$ cat config.mk
export PLATFORM = sky130hd
export DESIGN_NAME = lp_cke_seq
export DESIGN_NICKNAME = d
export VERILOG_FILES = /design/src/rtl/lp_pkg.sv /design/src/rtl/lp_cnt.sv /design/src/rtl/lp_res_pick.sv /design/src/rtl/lp_cke_seq.sv
export SDC_FILE = /design/constraint.sdc
export NUM_CORES = 1
export LEC_CHECK = 0
export BUFFER_PORTS_ARGS = -buffer_cell sky130_fd_sc_hd__buf_2
export CORE_UTILIZATION = 30
export CTS_BUF_LIST = sky130_fd_sc_hd__clkbuf_4 sky130_fd_sc_hd__clkbuf_8
export CTS_CLUSTER_DIAMETER = 80
export DETAILED_ROUTE_END_ITERATION = 12
export PLACE_DENSITY_LB_ADDON = 0.1
export RECOVER_POWER = 25
export REMOVE_ABC_BUFFERS = 1
export SYNTH_ARGS = -nofsm -noshare
export SYNTH_HDL_FRONTEND = slang
export SYNTH_HIERARCHICAL = 1
export SYNTH_SLANG_ARGS = --single-unit
$ cat constraint.sdc
create_clock -name clk -period 3.79 [get_ports clk]
set_input_delay 0.758 -clock clk [delete_from_list [all_inputs] [get_ports clk]]
set_output_delay 0.758 -clock clk [all_outputs]
set_load 0.05 [all_outputs]
$ cat src/rtl/lp_pkg.sv
package lp_pkg;

  typedef enum logic [2:0] {
    LP_ON      = 3'd0,
    LP_PD_IDLE = 3'd1,
    LP_PD_ACT  = 3'd2,
    LP_SR      = 3'd3,
    LP_DPD     = 3'd4
  } lp_mode_e;

  typedef enum logic [1:0] {
    K_PD  = 2'd0,
    K_SR  = 2'd1,
    K_DPD = 2'd2,
    K_NOP = 2'd3
  } lp_kind_e;

  // Cycles needed to cover a time in ps, never below a cycle floor.
  function automatic int unsigned span_cycles(input int unsigned t_ps,
                                              input int unsigned tck_ps,
                                              input int unsigned floor_c);
    int unsigned c;
    c = (t_ps + tck_ps - 1) / tck_ps;
    return (c > floor_c) ? c : floor_c;
  endfunction

  function automatic int unsigned umax(input int unsigned a, input int unsigned b);
    return (a > b) ? a : b;
  endfunction

endpackage

$ cat src/rtl/lp_cnt.sv
module lp_cnt #(
  parameter int unsigned W       = 8,
  parameter int unsigned RST_VAL = 0
) (
  input  logic         clk,
  input  logic         rst_n,
  input  logic         load,
  input  logic [W-1:0] ld_val,
  output logic         zero
);
  logic [W-1:0] cnt;

  always_ff @(posedge clk) begin
    if (!rst_n)            cnt <= W'(RST_VAL);
    else if (load)         cnt <= ld_val;
    else if (cnt != '0)    cnt <= cnt - W'(1);
  end

  assign zero = (cnt == '0);
endmodule

$ cat src/rtl/lp_res_pick.sv
module lp_res_pick
  import lp_pkg::*;
#(
  parameter int unsigned W       = 8,
  parameter int unsigned CKE_MIN = 3,
  parameter int unsigned RES_SR  = 3,
  parameter int unsigned RES_DPD = 3,
  parameter int unsigned LOCK_XP = 2,
  parameter int unsigned LOCK_SR = 2
) (
  input  logic           leaving,
  input  lp_kind_e       kind,
  input  lp_mode_e       cur_mode,
  output logic [W-1:0]   res_ld,
  output logic [W-1:0]   lock_ld
);
  // Residency counter is loaded with the count minus one: the move
  // itself takes the last cycle.
  always_comb begin
    if (leaving) begin
      res_ld = W'(CKE_MIN - 1);
    end else begin
      unique case (kind)
        K_SR:    res_ld = W'(RES_SR - 1);
        K_DPD:   res_ld = W'(RES_DPD - 1);
        default: res_ld = W'(CKE_MIN - 1);
      endcase
    end
  end

  assign lock_ld = (cur_mode == LP_SR) ? W'(LOCK_SR) : W'(LOCK_XP);
endmodule

$ cat src/rtl/lp_cke_seq.sv
module lp_cke_seq
  import lp_pkg::*;
#(
  parameter int unsigned NB          = 8,
  parameter int unsigned TCK_PS      = 1875,
  parameter int unsigned CKE_MIN_CYC = 3,
  parameter int unsigned SR_MIN_PS   = 15000,
  parameter int unsigned SR_MIN_CYC  = 3,
  parameter int unsigned XSR_PS      = 140000,
  parameter int unsigned XSR_CYC     = 2,
  parameter int unsigned XP_PS       = 7500,
  parameter int unsigned XP_CYC      = 2,
  parameter int unsigned DPD_MIN_PS  = 500000000
) (
  input  logic          clk,
  input  logic          rst_n,
  input  logic          ent_valid,
  output logic          ent_ready,
  input  logic [1:0]    ent_kind,
  input  logic [1:0]    sr_span_in,
  input  logic [NB-1:0] bank_open,
  input  logic          ext_valid,
  output logic          ext_ready,
  input  logic          reinit_ack,
  output logic          cke,
  output logic          cmd_ok,
  output logic [2:0]    lp_mode,
  output logic          sr_on,
  output logic [1:0]    sr_span,
  output logic          need_reinit
);
  localparam int unsigned RES_SR  = span_cycles(SR_MIN_PS, TCK_PS,
                                                umax(SR_MIN_CYC, CKE_MIN_CYC));
  localparam int unsigned RES_DPD = span_cycles(DPD_MIN_PS, TCK_PS, CKE_MIN_CYC);
  localparam int unsigned LOCK_SR = span_cycles(XSR_PS, TCK_PS, XSR_CYC);
  localparam int unsigned LOCK_XP = span_cycles(XP_PS, TCK_PS, XP_CYC);
  localparam int unsigned MAXV    = umax(umax(RES_SR, RES_DPD),
                                         umax(umax(LOCK_SR, LOCK_XP), CKE_MIN_CYC));
  localparam int unsigned CW      = $clog2(MAXV + 1);

  lp_mode_e mode_q, mode_d;
  lp_kind_e kind;
  logic     res_zero, lock_zero;
  logic     ent_fire, ext_fire, res_load;
  logic [CW-1:0] res_ld, lock_ld;
  logic [1:0]    span_q;
  logic          reinit_q;

  assign kind      = lp_kind_e'(ent_kind);
  assign ent_ready = (mode_q == LP_ON) && res_zero && lock_zero && !reinit_q;
  assign ext_ready = (mode_q != LP_ON) && res_zero;
  assign ent_fire  = ent_valid && ent_ready;
  assign ext_fire  = ext_valid && ext_ready;
  assign res_load  = ext_fire || (ent_fire && (kind != K_NOP));

  lp_res_pick #(
    .W(CW), .CKE_MIN(CKE_MIN_CYC), .RES_SR(RES_SR), .RES_DPD(RES_DPD),
    .LOCK_XP(LOCK_XP), .LOCK_SR(LOCK_SR)
  ) u_pick (
    .leaving (ext_fire),
    .kind    (kind),
    .cur_mode(mode_q),
    .res_ld  (res_ld),
    .lock_ld (lock_ld)
  );

  // Residency: minimum time in the current CKE level.
  lp_cnt #(.W(CW), .RST_VAL(CKE_MIN_CYC - 1)) u_res (
    .clk(clk), .rst_n(rst_n), .load(res_load), .ld_val(res_ld), .zero(res_zero)
  );

  // Lockout: cycles after CKE rises before a command may go out.
  lp_cnt #(.W(CW), .RST_VAL(0)) u_lock (
    .clk(clk), .rst_n(rst_n), .load(ext_fire), .ld_val(lock_ld), .zero(lock_zero)
  );

  always_comb begin
    mode_d = mode_q;
    if (ext_fire) begin
      mode_d = LP_ON;
    end else if (ent_fire) begin
      unique case (kind)
        K_PD:    mode_d = (|bank_open) ? LP_PD_ACT : LP_PD_IDLE;
        K_SR:    mode_d = LP_SR;
        K_DPD:   mode_d = LP_DPD;
        default: mode_d = mode_q;
      endcase
    end
  end

  always_ff @(posedge clk) begin
    if (!rst_n) begin
      mode_q   <= LP_ON;
      span_q   <= 2'b00;
      reinit_q <= 1'b0;
    end else begin
      mode_q <= mode_d;
      if (ent_fire && (kind == K_SR)) span_q <= sr_span_in;
      if (ext_fire && (mode_q == LP_DPD)) reinit_q <= 1'b1;
      else if (reinit_ack)                reinit_q <= 1'b0;
    end
  end

  assign cke         = (mode_q == LP_ON);
  assign cmd_ok      = cke && lock_zero && !reinit_q;
  assign lp_mode     = mode_q;
  assign sr_on       = (mode_q == LP_SR);
  assign sr_span     = span_q;
  assign need_reinit = reinit_q;
endmodule

==> results of run 1 <==
## Yosys cell counts (3+ instances only)
cell type	number
sky130_fd_sc_hd__a21oi_1	13
sky130_fd_sc_hd__a31oi_1	5
sky130_fd_sc_hd__and2_1	3
sky130_fd_sc_hd__buf_4	35
sky130_fd_sc_hd__clkbuf_1	8
sky130_fd_sc_hd__dfxtp_1	44
sky130_fd_sc_hd__ha_1	5
sky130_fd_sc_hd__inv_1	16
sky130_fd_sc_hd__nand2_1	33
sky130_fd_sc_hd__nand2b_1	8
sky130_fd_sc_hd__nand3_1	14
sky130_fd_sc_hd__nand4_1	4
sky130_fd_sc_hd__nor2_1	21
sky130_fd_sc_hd__nor2b_1	3
sky130_fd_sc_hd__nor3_1	8
sky130_fd_sc_hd__nor3_2	4
sky130_fd_sc_hd__nor3b_1	4
sky130_fd_sc_hd__nor4_1	10
sky130_fd_sc_hd__o211ai_1	5
sky130_fd_sc_hd__o21a_1	3
sky130_fd_sc_hd__o21ai_0	20
sky130_fd_sc_hd__o21ai_1	3
sky130_fd_sc_hd__o21bai_1	4
sky130_fd_sc_hd__o311a_1	3
sky130_fd_sc_hd__o311ai_1	4
sky130_fd_sc_hd__o31ai_1	4
sky130_fd_sc_hd__or3_1	5
sky130_fd_sc_hd__or4_1	3
sky130_fd_sc_hd__or4_4	4
sky130_fd_sc_hd__xnor2_1	8
sky130_fd_sc_hd__xor2_1	8
## cell type report
class	instances	area, um^2
multi-input combinational	277	1800
sequential	44	881
clock inverter	2	35.0
timing repair buffer	37	200
fill	1069	6510
inverter	16	60.1
tap	133	166
clock buffer	6	76.3
## worst max-delay path: cells and delay by family, from the launching register on
family	cells	cell delay [ps]
and+or+nand+nor	7	2000
AOI/OAI and AO/OA	2	490
DFF	1	370
adders and majority gates	1	210
buffers and inverters	1	70
## cells in the final DEF (no fill, tap or decap), types with 4 or more instances in the layout
master / instances
sky130_fd_sc_hd__a21oi_1: 13
sky130_fd_sc_hd__a31oi_1: 5
sky130_fd_sc_hd__buf_2: 19
sky130_fd_sc_hd__buf_4: 10
sky130_fd_sc_hd__clkbuf_1: 8
sky130_fd_sc_hd__clkbuf_8: 5
sky130_fd_sc_hd__conb_1: 25
sky130_fd_sc_hd__dfxtp_1: 44
sky130_fd_sc_hd__ha_1: 5
sky130_fd_sc_hd__inv_1: 16
sky130_fd_sc_hd__nand2_1: 33
sky130_fd_sc_hd__nand2b_1: 8
sky130_fd_sc_hd__nand3_1: 14
sky130_fd_sc_hd__nand4_1: 4
sky130_fd_sc_hd__nor2_1: 21
sky130_fd_sc_hd__nor3_1: 8
sky130_fd_sc_hd__nor3_2: 4
sky130_fd_sc_hd__nor3b_1: 4
sky130_fd_sc_hd__nor4_1: 10
sky130_fd_sc_hd__o211ai_1: 5
sky130_fd_sc_hd__o21ai_0: 20
sky130_fd_sc_hd__o21bai_1: 4
sky130_fd_sc_hd__o311ai_1: 4
sky130_fd_sc_hd__o31ai_1: 4
sky130_fd_sc_hd__or3_1: 5
sky130_fd_sc_hd__or4_4: 4
sky130_fd_sc_hd__xnor2_1: 8
sky130_fd_sc_hd__xor2_1: 8
## cell families (layout without fill, tap and decap cells)
group / after synthesis / count (layout)
compound gates: 86 / 86
xor+xnor: 16 / 16
fa+ha+maj: 5 / 5
buf+inv: 65 / 61
flops: 44 / 44
mux: 2 / 2
other cells: 2 / 25
simple gates: 143 / 143
## power groups by stage
stage	clock, W	sequential (W)	combinational (W)
after floorplan	0	0.000691	0.000792
after global placement	0	0.000729	0.00108
after detailed placement	0	0.000727	0.00107
after CTS	0.000392	0.000716	0.00107
after global routing	0.000408	0.000740	0.00118
final	0.000377	0.000718	0.00106
## through the flow
step           total power [W]  cells  hold WS, ps  setup WS [ps]  cell area (um^2)
6_report               0.00215    515          478            497              3220
4_1_cts                0.00218    515          483            476              3240
3_3_place_gp           0.00181    507          464            596              3130
5_1_grt                0.00233    515          500            196              3220
2_1_floorplan          0.00148    337          452            307              2750
3_5_place_dp           0.00179    507          470            507              3130
## path summary, 6_finish.rpt
path	startpoint	end	slack [ps]	cells after the start
max	u_res/cnt[1]$_SDFFE_PN1P_	u_res/cnt[5]$_SDFFE_PN0P_	500	11
min	u_res/cnt[17]$_SDFFE_PN0P_	u_res/cnt[17]$_SDFFE_PN0P_	480	2
max reg2reg	u_res/cnt[1]$_SDFFE_PN1P_	u_res/cnt[5]$_SDFFE_PN0P_	500	11
min reg2reg	u_res/cnt[17]$_SDFFE_PN0P_	u_res/cnt[17]$_SDFFE_PN0P_	480	2
## sequential cells by signal, indices dropped and copies added (netlist names)
register	count
lp_mode	3
need_reinit	1
sr_span	2
u_lock/cnt	19
u_res/cnt	19
## routing by layer
layer | vias up | global-route usage [%] | routed length, um
met2 | 38 | 26.5 | 3590
li1 | 1301 | - | -
met3 | 5 | 2.46 | 169
met1 | 1192 | 19.1 | 3340
met5 | - | 0 | 0
met4 | 0 | 3.96 | 65
==> reports/summary.md, run 1 <==
### Detailed routing
• **via total after detailed routing** 2,536
• **total detailed-routing wirelength** 7160 um
• **Iter 0 DRT Violations** 93
• **DRT Pass-1 Iters** 4
• **via density per instance** 4.92
• **number of remaining DRC errors** 0
• **post-detailed-route wirelength per cell** 13.9 um
• **count of nets left with antenna violations after detail routing** 0

### Clock network
• **CTS buffer count** 5
• **post_cts resized** 0
• **maximum number of buffers from clock root to sink** 2
• **Clk pin slew, worst setup/hold paths** 100 ps
• **count of H-tree levels built during CTS** 2
• **number of hold-repair buffers added at the cts stage** 0
• **clock latency on the worst-skew pair** 300 ps
• **CTS Root Buffer Type** sky130_fd_sc_hd__clkbuf_8
• **post-CTS setup buffer count** 0
• **clock tree sinks** 44
• **CTS tree** yes

### STA
• **final total negative setup slack** 0 ps
• **slew at the pin closest to its max-slew limit** 750 ps
• **final setup fails** 0
• **Final Skew** 12.8 ps
• **fmax** 304 MHz
• **worst-case headroom to the max-slew limit** 49.5%
• **shortest clock period the worst path allows after layout** 3290 ps
• **setup repair after global routing missed its margin** no
• **number of max-slew violations in the final report** 0
• **number of endpoints with negative hold slack in the final report** 0
• **final worst-path cycle share** 86.9%

### Power and ir drop
• **proportion of power drawn by the clock network** 17.5%
• **Net Switching** 0.000922 W
• **internal power** 0.00123 W
• **static leakage** 1.19 nW
• **proportion of power drawn by flip-flops and latches** 33.3%
• **switching share of power** 42.8%
• **areal power density over the cells** 669 mW/mm^2
• **Comb power frac** 49.2%
• **maximum resistive drop on vdd** 0.000233 V

### Logic synthesis
• **cell type with the largest total area after synthesis** sky130_fd_sc_hd__dfxtp_1
• **most instantiated flip-flop cell in the synthesis netlist** sky130_fd_sc_hd__dfxtp_1
• **fraction of the yosys area taken by sequential cells** 29.4%
• **simple-gate share of the synthesized area** 29.4%
• **synthesis warning total** 6
• **share of synthesized cell area in full adder, half adder and majority cells** 2.09%
• **largest family of logic cells by synthesized area** simple AND/OR/NAND/NOR gates
• **number of distinct library cells after synthesis** 64
• **top cells by area in the synthesized netlist** sky130_fd_sc_hd__dfxtp_1, sky130_fd_sc_hd__buf_4, sky130_fd_sc_hd__nand2_1, sky130_fd_sc_hd__o21ai_0, sky130_fd_sc_hd__nor2_1
• **Syn Std Cell Area** 0.00300 mm^2
• **post-synthesis async set-or-reset flop share** 0%
• **xor-xnor portion of the synthesized cell area** 4.67%
• **Synth Area in Compound Gates** 20.4%
• **mean instance size in the synthesized netlist** 8.26 um^2
• **post-synthesis instance total** 363
• **total of flip-flops plus latches after synthesis** 44
• **count of flip-flops with a built-in enable after synthesis** 0
• **multiplexer share of the synthesized area** 0.668%
• **share of the synthesized area in the top cell type** 29.4%

### Floorplan
• **area of the core** 0.00973 mm^2
• **chip height** 102 um
• **count of pins on the block boundary** 28
• **Die Outline Area** 0.0104 mm^2
• **Cell Rows** 36
• **starting density of the core** 30.8%
• **die span in x** 102 um

### GRT
• **via count of the first global-routing pass** 2,451
• **global-route wire length before repair** 12,400 um
• **GRT Overall Usage** 15.1%
• **largest net degree at the start of global routing** 27
• **initial antenna violation count** 0
• **grt ovf** 0

### Critical path
• **longest individual stage delay on the worst path** 440 ps
• **data arrival time of the critical path** 3450 ps
• **CP max FO** 15
• **most numerous cell on the critical path** sky130_fd_sc_hd__nor4b_4
• **Worst setup SP type** flip-flop
• **required arrival time at the worst endpoint** 3950 ps
• **Critical Setup Path Class** reg2reg
• **Critical Path Slowest Stage Cell** sky130_fd_sc_hd__nor4b_4
• **Crit. End Element** flip-flop
• **chain of cells forming the critical path** inv_1 > ha_1 > nor4b_4 > nand4_4 > nor2_1 > nand3b_1 > nor4b_4 > or2_2 > nand2b_1 > o21bai_1 > o21ai_0

### Layout
• **fin nets** 403
• **antenna diode instance count** 0
• **area overhead of the layout relative to synthesis** 7.51%
• **fraction of layout instances using a drive strength above 1** 15.4%
• **Layout Utilization** 33.1%

### Placed design
• **Final Wtd Congestion** 0.775
• **Port Buffers** 27
• **detailed placer's ending HPWL** 5250 um

### Worst hold path
• **min-delay worst type** reg2reg

### Flow run
• **# Max-Cap Violations** 0

### Status
• **run status** finished, final reports clean

Power figures use the tool's default switching activity.
==> inputs of run 2 (changes only) <==
HOLD_SLACK_MARGIN = 0.02   (was unset)
clock period = 2.72 ns   (was 3.79 ns; I/O delays follow)
==> reports/summary.md, run 2 (synthesis gave the netlist of run 1 again) <==
### Status
• **run status** finished, final reports clean, unchanged

### Clock network
• **CTS buffer count** 5, unchanged
• **Clk pin slew, worst setup/hold paths** 90 ps, was 100 ps
• **number of hold-repair buffers added at the cts stage** 0, unchanged
• **CTS tree** yes, unchanged
• **count of H-tree levels built during CTS** 2, unchanged
• **clock tree sinks** 44, unchanged
• **maximum number of buffers from clock root to sink** 2, unchanged
• **CTS Root Buffer Type** sky130_fd_sc_hd__clkbuf_8, unchanged
• **clock latency on the worst-skew pair** 300 ps, about the same

### STA
• **slew at the pin closest to its max-slew limit** 588 ps, was 750 ps
• **final total negative setup slack** 0 ps, unchanged
• **fmax** 384 MHz
• **final setup fails** 0, unchanged
• **worst-case headroom to the max-slew limit** 60.7%, was 49.5%
• **setup repair after global routing missed its margin** no, unchanged
• **number of max-slew violations in the final report** 0, unchanged
• **shortest clock period the worst path allows after layout** 2600 ps
• **Final Skew** 11.3 ps, was 12.8 ps
• **number of endpoints with negative hold slack in the final report** 0, unchanged
• **final worst-path cycle share** 95.6%

### GRT
• **largest net degree at the start of global routing** 24, was 27
• **global-route wire length before repair** 12,500 um, was 12,400 um
• **initial antenna violation count** 0, unchanged
• **via count of the first global-routing pass** 2,576, was 2,451
• **GRT Overall Usage** 15.3%, was 15.1%
• **grt ovf** 0, unchanged

### Placed design
• **Port Buffers** 27, unchanged
• **Final Wtd Congestion** 0.774, was 0.775
• **detailed placer's ending HPWL** 5450 um, was 5250 um
• **Placed Cells** 531, was 507

### Detailed routing
• **Iter 0 DRT Violations** 74, was 93
• **count of nets left with antenna violations after detail routing** 0, unchanged
• **via total after detailed routing** 2,623, was 2,536
• **post-detailed-route wirelength per cell** 13.5 um, was 13.9 um
• **via density per instance** 4.84, was 4.92
• **number of remaining DRC errors** 0, unchanged
• **DRT Pass-1 Iters** 4, unchanged
• **total detailed-routing wirelength** 7340 um, was 7160 um

### Critical path
• **chain of cells forming the critical path** or4_4 > or2_4 > nor2_4 > nand3b_1 > buf_4 > nor2_2 > buf_6, was inv_1 > ha_1 > nor4b_4 > nand4_4 > nor2_1 > nand3b_1 > nor4b_4 > or2_2 > nand2b_1 > o21bai_1 > o21ai_0
• **longest individual stage delay on the worst path** 550 ps, was 440 ps
• **required arrival time at the worst endpoint** 2180 ps, was 3950 ps
• **Worst setup SP type** flip-flop, unchanged
• **Critical Setup Path Class** reg2out, was reg2reg
• **data arrival time of the critical path** 2060 ps, was 3450 ps
• **Crit. End Element** output pin, was flip-flop
• **Critical Path Slowest Stage Cell** sky130_fd_sc_hd__or4_4, was sky130_fd_sc_hd__nor4b_4
• **CP max FO** 3, was 15

### Layout
• **filler-free cell count of the finished design** 542, was 515
• **number of fill cells in the layout** 1,082, was 1,069
• **area overhead of the layout relative to synthesis** 16.4%, was 7.51%
• **highest-count cells in the layout ignoring fill and taps** sky130_fd_sc_hd__dfxtp_1, sky130_fd_sc_hd__buf_4, sky130_fd_sc_hd__nand2_1, was sky130_fd_sc_hd__dfxtp_1, sky130_fd_sc_hd__nand2_1, sky130_fd_sc_hd__conb_1
• **antenna diode instance count** 0, unchanged
• **fraction of layout instances using a drive strength above 1** 22.2%, was 15.4%
• **fin nets** 431, was 403
• **commonest non-fill, non-tap cell in the layout** sky130_fd_sc_hd__dfxtp_1, unchanged

### Power and ir drop
• **Net Switching** 0.00133 W, was 0.000922 W
• **static leakage** 1.34 nW, was 1.19 nW
• **Comb power frac** 52.9%, was 49.2%
• **proportion of power drawn by flip-flops and latches** 29.0%, was 33.3%
• **maximum resistive drop on vdd** 0.000386 V, was 0.000233 V
• **switching share of power** 40.2%, was 42.8%
• **areal power density over the cells** 945 mW/mm^2, was 669 mW/mm^2
• **internal power** 0.00197 W, was 0.00123 W
• **proportion of power drawn by the clock network** 18.0%, was 17.5%

### Worst hold path
• **min-delay worst type** reg2reg, unchanged

### Flow run
• **# Max-Cap Violations** 0, unchanged

### Floorplan
• **count of pins on the block boundary** 28, unchanged
• **chip height** 102 um, unchanged
• **die span in x** 102 um, unchanged
• **area of the core** 0.00973 mm^2, unchanged
• **Die Outline Area** 0.0104 mm^2, unchanged
• **starting density of the core** 30.8%, unchanged
• **Cell Rows** 36, unchanged

-- run 2: final cells by class --
class	instances	area, um^2	share of cell area [%]
clock buffer	5	68.8	1.97
tap	133	166	4.77
timing repair buffer	65	409	11.7
multi-input combinational	277	1840	52.9
inverter	16	60.1	1.72
clock inverter	2	60.1	1.72
sequential	44	881	25.2
-- run 2: power by group through the flow --
| stage | clock network (W) | registers [W] | logic, W |
|---|---|---|---|
| 3_5_place_dp | 0 | 0.000963 | 0.00169 |
| 2_1_floorplan | 0 | 0.000963 | 0.00110 |
| 3_3_place_gp | 0 | 0.000964 | 0.00170 |
| 4_1_cts | 0.000622 | 0.000949 | 0.00172 |
| 6_report | 0.000595 | 0.000958 | 0.00175 |
| 5_1_grt | 0.000647 | 0.000978 | 0.00194 |
-- run 2: path summary, 6_finish.rpt --
check	startpoint	endpoint	slack, ps	cells past startpoint
max	u_res/cnt[17]$_SDFFE_PN0P_	ent_ready	120	7
min	u_lock/cnt[18]$_SDFFE_PN0P_	u_lock/cnt[18]$_SDFFE_PN0P_	490	2
max reg2reg	u_res/cnt[17]$_SDFFE_PN0P_	u_res/cnt[3]$_SDFFE_PN0P_	180	11
min reg2reg	u_lock/cnt[18]$_SDFFE_PN0P_	u_lock/cnt[18]$_SDFFE_PN0P_	490	2
-- run 2: routing by layer --
metal  share of wire, %  track usage, %  vias to the layer above  wire length [um]
met5                  0               0                        -                 0
met4                1.8            5.16                        0               130
met3                1.9            2.33                        9               140
met2                 50            26.9                       32              3660
met1                 46            19.1                     1230              3410
li1                   -               -                     1352                 -
-- run 2: worst max-delay path, delay by kind of cell (launching register included) --
family                 cells  cell delay (ps)
AND/OR/NAND/NOR            5             1120
buffers and inverters      2              320
flip-flops                 1              330
-- run 2: repair_timing --
| action | CTS | global route |
|---|---|---|
| buffers inserted | 1 | 3 |
| gates resized for setup | 5 | 9 |
| gates cloned | 0 | 0 |
| pin swaps | 0 | 3 |
| endpoints found under the hold margin | 0 | 0 |
| setup endpoints to repair | 3 | 17 |
-- run 2: through the flow --
stage	hold WS, ps	setup WS, ps	power (W)	instance area [um^2]	util [%]
2_1_floorplan	452	-549	0.00207	2750	-
3_3_place_gp	472	68.3	0.00266	3310	34.0
3_5_place_dp	482	8.78	0.00265	3310	34.0
4_1_cts	496	5.26	0.00329	3460	35.6
5_1_grt	538	22.6	0.00356	3490	35.9
6_report	494	119	0.00330	3490	35.9
